**src/rtl/csma_pkg.sv**
```systemverilog
package csma_pkg;

  typedef enum logic [1:0] {
    MODE_OFF   = 2'd0,
    MODE_STAY  = 2'd1,
    MODE_RAND  = 2'd2,
    MODE_LEAST = 2'd3
  } csma_mode_e;

  typedef enum logic [2:0] {
    ST_IDLE  = 3'd0,
    ST_PROBE = 3'd1,
    ST_WAIT  = 3'd2,
    ST_EVAL  = 3'd3,
    ST_GRANT = 3'd4
  } csma_state_e;

endpackage

```
**src/rtl/csma_lfsr.sv**
```systemverilog
// Free-running Fibonacci LFSR; TAPS is the feedback mask over the state bits.
module csma_lfsr #(
  parameter int            W    = 16,
  parameter logic [W-1:0]  SEED = 'hACE1,
  parameter logic [W-1:0]  TAPS = 'hB400
) (
  input  logic         clk,
  input  logic         rst_n,
  output logic [W-1:0] q
);

  always_ff @(posedge clk or negedge rst_n) begin
    if (!rst_n) q <= SEED;
    else        q <= {q[W-2:0], ^(q & TAPS)};
  end

endmodule

```
**src/rtl/csma_occ_table.sv**
```systemverilog
// Per-channel saturating busy history and least-occupied channel search.
module csma_occ_table #(
  parameter int NUM_CH = 8,
  parameter int OCC_W  = 8,
  parameter int CH_W   = 3
) (
  input  logic            clk,
  input  logic            rst_n,
  input  logic            upd_en,
  input  logic            upd_busy,
  input  logic [CH_W-1:0] upd_ch,
  input  logic [CH_W-1:0] cur_ch,
  output logic [CH_W-1:0] least_ch
);

  logic [OCC_W-1:0] occ_v [NUM_CH];

  for (genvar g = 0; g < NUM_CH; g++) begin : g_chan
    logic [OCC_W-1:0] cnt_q;
    logic             hit;
    assign hit = upd_en && (upd_ch == CH_W'(g));
    always_ff @(posedge clk or negedge rst_n) begin
      if (!rst_n) begin
        cnt_q <= '0;
      end else if (hit) begin
        if (upd_busy) begin
          if (cnt_q != '1) cnt_q <= cnt_q + 1'b1;
        end else if (cnt_q != '0) begin
          cnt_q <= cnt_q - 1'b1;
        end
      end
    end
    assign occ_v[g] = cnt_q;
  end

  // Minimum over the other channels, lowest index on ties; keep the
  // current channel only when it is strictly below that minimum.
  always_comb begin
    logic             found;
    logic [OCC_W-1:0] min_v;
    logic [CH_W-1:0]  min_c;
    found = 1'b0;
    min_v = '1;
    min_c = '0;
    for (int i = 0; i < NUM_CH; i++) begin
      if (CH_W'(i) != cur_ch && (!found || occ_v[i] < min_v)) begin
        found = 1'b1;
        min_v = occ_v[i];
        min_c = CH_W'(i);
      end
    end
    least_ch = (occ_v[cur_ch] < min_v) ? cur_ch : min_c;
  end

endmodule

```
**src/rtl/csma_access_ctrl.sv**
```systemverilog
module csma_access_ctrl
  import csma_pkg::*;
#(
  parameter int                 NUM_CH     = 8,
  parameter int                 MAX_PROBES = 20,
  parameter int                 OCC_W      = 8,
  parameter int                 LFSR_W     = 16,
  parameter logic [LFSR_W-1:0]  LFSR_SEED  = 'hACE1,
  parameter logic [LFSR_W-1:0]  LFSR_TAPS  = 'hB400
) (
  input  logic                       clk,
  input  logic                       rst_n,
  input  logic                       tx_req,
  input  logic [1:0]                 mode,
  output logic                       cad_start,
  input  logic                       cad_done,
  input  logic                       cad_busy,
  output logic [$clog2(NUM_CH)-1:0]  chan_idx,
  output logic                       tx_grant
);

  localparam int CH_W  = $clog2(NUM_CH);
  localparam int CNT_W = $clog2(MAX_PROBES + 1);

  csma_state_e       state_q;
  csma_mode_e        mode_q;
  logic [CH_W-1:0]   chan_q;
  logic [CNT_W-1:0]  left_q;
  logic              busy_q;
  logic              in_idle;

  logic [LFSR_W-1:0] rnd;
  logic [LFSR_W-1:0] cnt_mod;
  logic [LFSR_W-1:0] rnd_hi;
  logic [CNT_W-1:0]  draw_cnt;
  logic [CH_W-1:0]   rand_ch;
  logic [CH_W-1:0]   least_ch;
  logic [CH_W-1:0]   next_ch;
  logic              eval_st;

  csma_lfsr #(
    .W    (LFSR_W),
    .SEED (LFSR_SEED),
    .TAPS (LFSR_TAPS)
  ) u_lfsr (
    .clk   (clk),
    .rst_n (rst_n),
    .q     (rnd)
  );

  // Probe count 1..MAX_PROBES from the low end; hop target from the high end.
  assign cnt_mod  = rnd % LFSR_W'(MAX_PROBES);
  assign draw_cnt = CNT_W'(cnt_mod) + CNT_W'(1);
  assign rnd_hi   = rnd >> (LFSR_W / 2);
  assign rand_ch  = CH_W'(rnd_hi % LFSR_W'(NUM_CH));

  assign eval_st = (state_q == ST_EVAL);

  csma_occ_table #(
    .NUM_CH (NUM_CH),
    .OCC_W  (OCC_W),
    .CH_W   (CH_W)
  ) u_occ (
    .clk      (clk),
    .rst_n    (rst_n),
    .upd_en   (eval_st),
    .upd_busy (busy_q),
    .upd_ch   (chan_q),
    .cur_ch   (chan_q),
    .least_ch (least_ch)
  );

  always_comb begin
    case (mode_q)
      MODE_RAND:  next_ch = rand_ch;
      MODE_LEAST: next_ch = least_ch;
      default:    next_ch = chan_q;
    endcase
  end

  always_ff @(posedge clk or negedge rst_n) begin
    if (!rst_n) begin
      state_q <= ST_IDLE;
      mode_q  <= MODE_OFF;
      chan_q  <= '0;
      left_q  <= '0;
      busy_q  <= 1'b0;
    end else begin
      case (state_q)
        ST_IDLE: begin
          if (tx_req) begin
            mode_q <= csma_mode_e'(mode);
            busy_q <= 1'b0;
            left_q <= draw_cnt;
            state_q <= (csma_mode_e'(mode) == MODE_OFF) ? ST_GRANT : ST_PROBE;
          end
        end
        ST_PROBE: state_q <= ST_WAIT;
        ST_WAIT: begin
          if (cad_done) begin
            busy_q  <= busy_q | cad_busy;
            left_q  <= left_q - CNT_W'(1);
            state_q <= (left_q == CNT_W'(1)) ? ST_EVAL : ST_PROBE;
          end
        end
        ST_EVAL: begin
          if (!busy_q) begin
            state_q <= ST_GRANT;
          end else begin
            chan_q  <= next_ch;
            left_q  <= draw_cnt;
            busy_q  <= 1'b0;
            state_q <= ST_PROBE;
          end
        end
        ST_GRANT: state_q <= ST_IDLE;
        default:  state_q <= ST_IDLE;
      endcase
    end
  end

  assign in_idle   = (state_q == ST_IDLE);
  assign cad_start = (state_q == ST_PROBE);
  assign tx_grant  = (state_q == ST_GRANT);
  assign chan_idx  = chan_q;

endmodule

```
**config.mk**
```make
export PLATFORM = sky130hd
export DESIGN_NAME = csma_access_ctrl
export DESIGN_NICKNAME = d
export VERILOG_FILES = /design/src/rtl/csma_pkg.sv /design/src/rtl/csma_lfsr.sv /design/src/rtl/csma_occ_table.sv /design/src/rtl/csma_access_ctrl.sv
export SDC_FILE = /design/constraint.sdc
export NUM_CORES = 1
export LEC_CHECK = 0
export CORE_MARGIN = 10
export CORE_UTILIZATION = 50
export DETAILED_ROUTE_END_ITERATION = 10
export DONT_BUFFER_PORTS = 1
export PLACE_DENSITY_LB_ADDON = 0.1
export SYNTH_ARGS = -nofsm -noshare
export SYNTH_HDL_FRONTEND = slang
export SYNTH_SLANG_ARGS = --single-unit
```
**constraint.sdc**
```tcl
create_clock -name clk -period 14 [get_ports clk]
set_input_delay 1.4 -clock clk [delete_from_list [all_inputs] [get_ports clk]]
set_output_delay 1.4 -clock clk [all_outputs]
set_load 0.05 [all_outputs]
```
==> key figures <==
Min path
  – Worst Hold Class: reg2reg
  – Hold Path Depth: 0
  – Worst hold start: u_lfsr.q[1]
  – WHS Endpoint: u_lfsr.q[2]

Clock network
  – CTS tree: yes
  – Worst-skew pair later-pin latency: 360 ps
  – Clock Pin Slew Worst Setup and Hold Paths: 70 ps
  – Root buffer cell: clkbuf_16
  – Hold_buf cts: 0
  – Cts bufs inserted: 9
  – Clock sinks: 94
  – CTS Buffer Depth: 2
  – H-tree depth: 3

Finish
  – Multi-input logic area: just under 8000 um^2
  – Reg area: 2360 um^2
  – Final nets: between 1000 and 1500
  – Layout cell share with drive strength beyond 1: approximately 16%
  – Filler cell count: 1848
  – Area Growth Syn to Fin: 8.44%

Routing
  – WL/cell: 18.4 um
  – Vias per cell: 6.14
  – Pre-antenna DRT Iters: 5
  – Vias: just over 9000
  – DRT Wirelength: 27300 um
  – DRT antenna net count: 0
  – DRC viols: 0
  – DRT iter0 DRCs: 799

Floorplan
  – Die footprint: 27000 um^2
  – Rows: 52
  – Initial Util: 51.2%
  – IO Count: 12
  – Die width: 164 um
  – Area of the core: 20400 um^2
  – Die Ht: 164 um

Place
  – Final HPWL DP: 20500 um
  – Port bufs: 0
  – Final GP Congestion: approximately 0.94

Timing
  – Peak Freq: 75.2 MHz
  – Relative slew slack: 22.4%
  – Post-Route Skew: 6.14 ps
  – Post-route setup TNS: 0 ps
  – Min Tclk post-route: 13290 ps
  – Fin crit share: between 90% and 100%
  – Worst-margin pin slew: 1150 ps
  – Hold Violations, Final: 0
  – Max-slew violation count: 0
  – Setup violators final: 0

Setup path
  – CP max stage cell: dfrtp_1
  – Crit path DAT: 13530 ps
  – Max incr delay on CP: 400 ps
  – RR Endpoint: chan_idx[0]
  – WS Path Type: reg2reg
  – Reg2reg path depth: 67
  – Critical path launch point type: flop
  – Cell mode on critical path: ha_1
  – RR Startpoint: chan_idx[2]
  – Reg2reg setup slack: 710 ps
  – Worst-path fanout max: 13
  – Crit path required time: between 10000 and 15000 ps
  – Crit end category: flop
  – CP startpoint: chan_idx[2]

Outcome
  – Status: complete, no violations

Yosys
  – Yosys warns: 0
  – XOR/XNOR share of the synthesized area: ~5.7%
  – Sequential share of the synthesized area: 22.7%
  – Register bit total from synthesis: 94
  – Mux contribution to synthesized area: between 10% and 20%
  – Post-synth net total: 1322
  – Synth top area cells: dfrtp_1 (21%), ha_1 (13%), mux2_2 (5.0%)
  – Async SR Flop Fraction: 100%
  – Post-synthesis compound-gate area fraction: 23.6%
  – Simple-Gate Fraction of Synth Area: 18.1%
  – Mapped Cells: 1197
  – Mapped Avg Cell Area: ~8.7 um^2
  – Largest family of logic cells by synthesized area: compound AO/OA/AOI/OAI gates
  – Post-synth EDFFs: 0
  – Synth top cells by count: ha_1 (110), nand2_1 (101), dfrtp_1 (86), a21oi_1 (85), nor2_1 (85)
  – Mapped Area: 10400 um^2
  – Post-Synth Adder-Cell Area: around 15%
  – Area leader, netlist: dfrtp_1
  – Post-synth top flop: dfrtp_1
  – Yosys top cell area share: 20.6%
  – Synth unique cells: slightly above 100
  – Count leader, synth: ha_1

Global routing
  – Initial antenna violation count: 1
  – Largest net degree at the start of global routing: between 90 and 100
  – First-pass GRT wire length: 45400 um
  – GR Layer Usage met2: 30.6%
  – Met1 Track Usage GR: 30.4%
  – Grt peak-use layer: met2
  – Gr usage total: 20.4%
  – Met3 usage: about 2.9%
  – Number of global-route vias before repair: 8514
  – Gr ovfl total: 0

Run
  – Max Cap Viol: 0
-- through the flow --
stage / setup WS [ps] / hold slack [ps] / cell area [um^2] / cells / util [%]
after floorplan: 26.6 / 349 / 10500 / 1197 / -
after global placement: 178 / 412 / 10800 / 1446 / 52.9
after detailed placement: -268 / 413 / 10800 / 1446 / 52.9
after CTS: 64.1 / 428 / 11100 / 1464 / 54.5
after global routing: -100 / 443 / 11300 / 1479 / 55.5
final: 708 / 427 / 11300 / 1481 / 55.5
-- cell usage in the layout, fill, tap and decap left out, types with 23 or more instances in the layout --
| cell | instances |
|---|---|
| nor2_1 | 85 |
| inv_1 | 70 |
| dfrtp_1 | 85 |
| nand2_1 | 100 |
| nand4_1 | 24 |
| a21oi_1 | 84 |
| buf_4 | 45 |
| o21ai_0 | 45 |
| nor3_1 | 38 |
| nand3_1 | 26 |
| xnor2_1 | 40 |
| mux2_2 | 46 |
| xor2_1 | 28 |
| a21o_1 | 58 |
| o21a_1 | 23 |
| ha_1 | 110 |
-- logic make-up after synthesis --
kind of cell | after synthesis
buffers and inverters | 119
XOR/XNOR | 68
multiplexers | 83
AO/OA/AOI/OAI | 348
flip-flops | 94
adder cells (fa/ha/maj) | 118
AND/OR/NAND/NOR | 367
-- registers in the layout (all words and copies together) (netlist names) --
register / count
left_q: 5
mode_q: 2
busy_q: 1
u_lfsr.q: 16
chan_idx: 3
u_occ.g_chan.cnt_q: 64
state_q: 3
-- routing by layer --
| metal | up-vias | wire length [um] |
|---|---|---|
| met5 | - | 0 |
| met4 | 0 | 292 |
| met3 | 26 | 1500 |
| met2 | 244 | 12100 |
| met1 | 4348 | 13400 |
| li1 | 4478 | - |
-- how the worst max path moves through the flow --
stage | slack, ps | depth (start not counted) | endpoint
6_report | 710 | 67 | chan_idx[0]
5_1_grt | -100 | 68 | chan_idx[0]
4_1_cts | 60 | 67 | chan_idx[0]
3_5_place_dp | -270 | 67 | chan_idx[0]
3_3_place_gp | 180 | 65 | chan_idx[0]
2_1_floorplan | 30 | 69 | chan_idx[0]
-- area by class of cell --
cell class / instances / area share, %
sequential: 94 / 20.9
antenna: 2 / 0.0443
tap: 270 / 2.99
inverter: 71 / 2.36
timing repair buffer: 45 / 2.99
multi-input combinational: 984 / 68.1
clock buffer: 10 / 2.11
clock inverter: 5 / 0.520
-- timing repair --
action                                  4_1_cts  5_1_grt
pin swaps                                     0        6
gates resized for setup                       2       14
buffers inserted                              3       15
endpoints found under the setup margin        3        3
-- critical path: cells and delay by family, from the launching register on --
family	cells	cell delay, ps
flip-flops	1	400
buffers and inverters	10	1470
AO/OA/AOI/OAI	30	5810
multiplexers	6	1940
adder cells (fa/ha/maj)	8	2140
AND/OR/NAND/NOR	13	1440
Power is not shown: default switching activity piles up to over one toggle a cycle in this logic, so the estimate is an artifact.
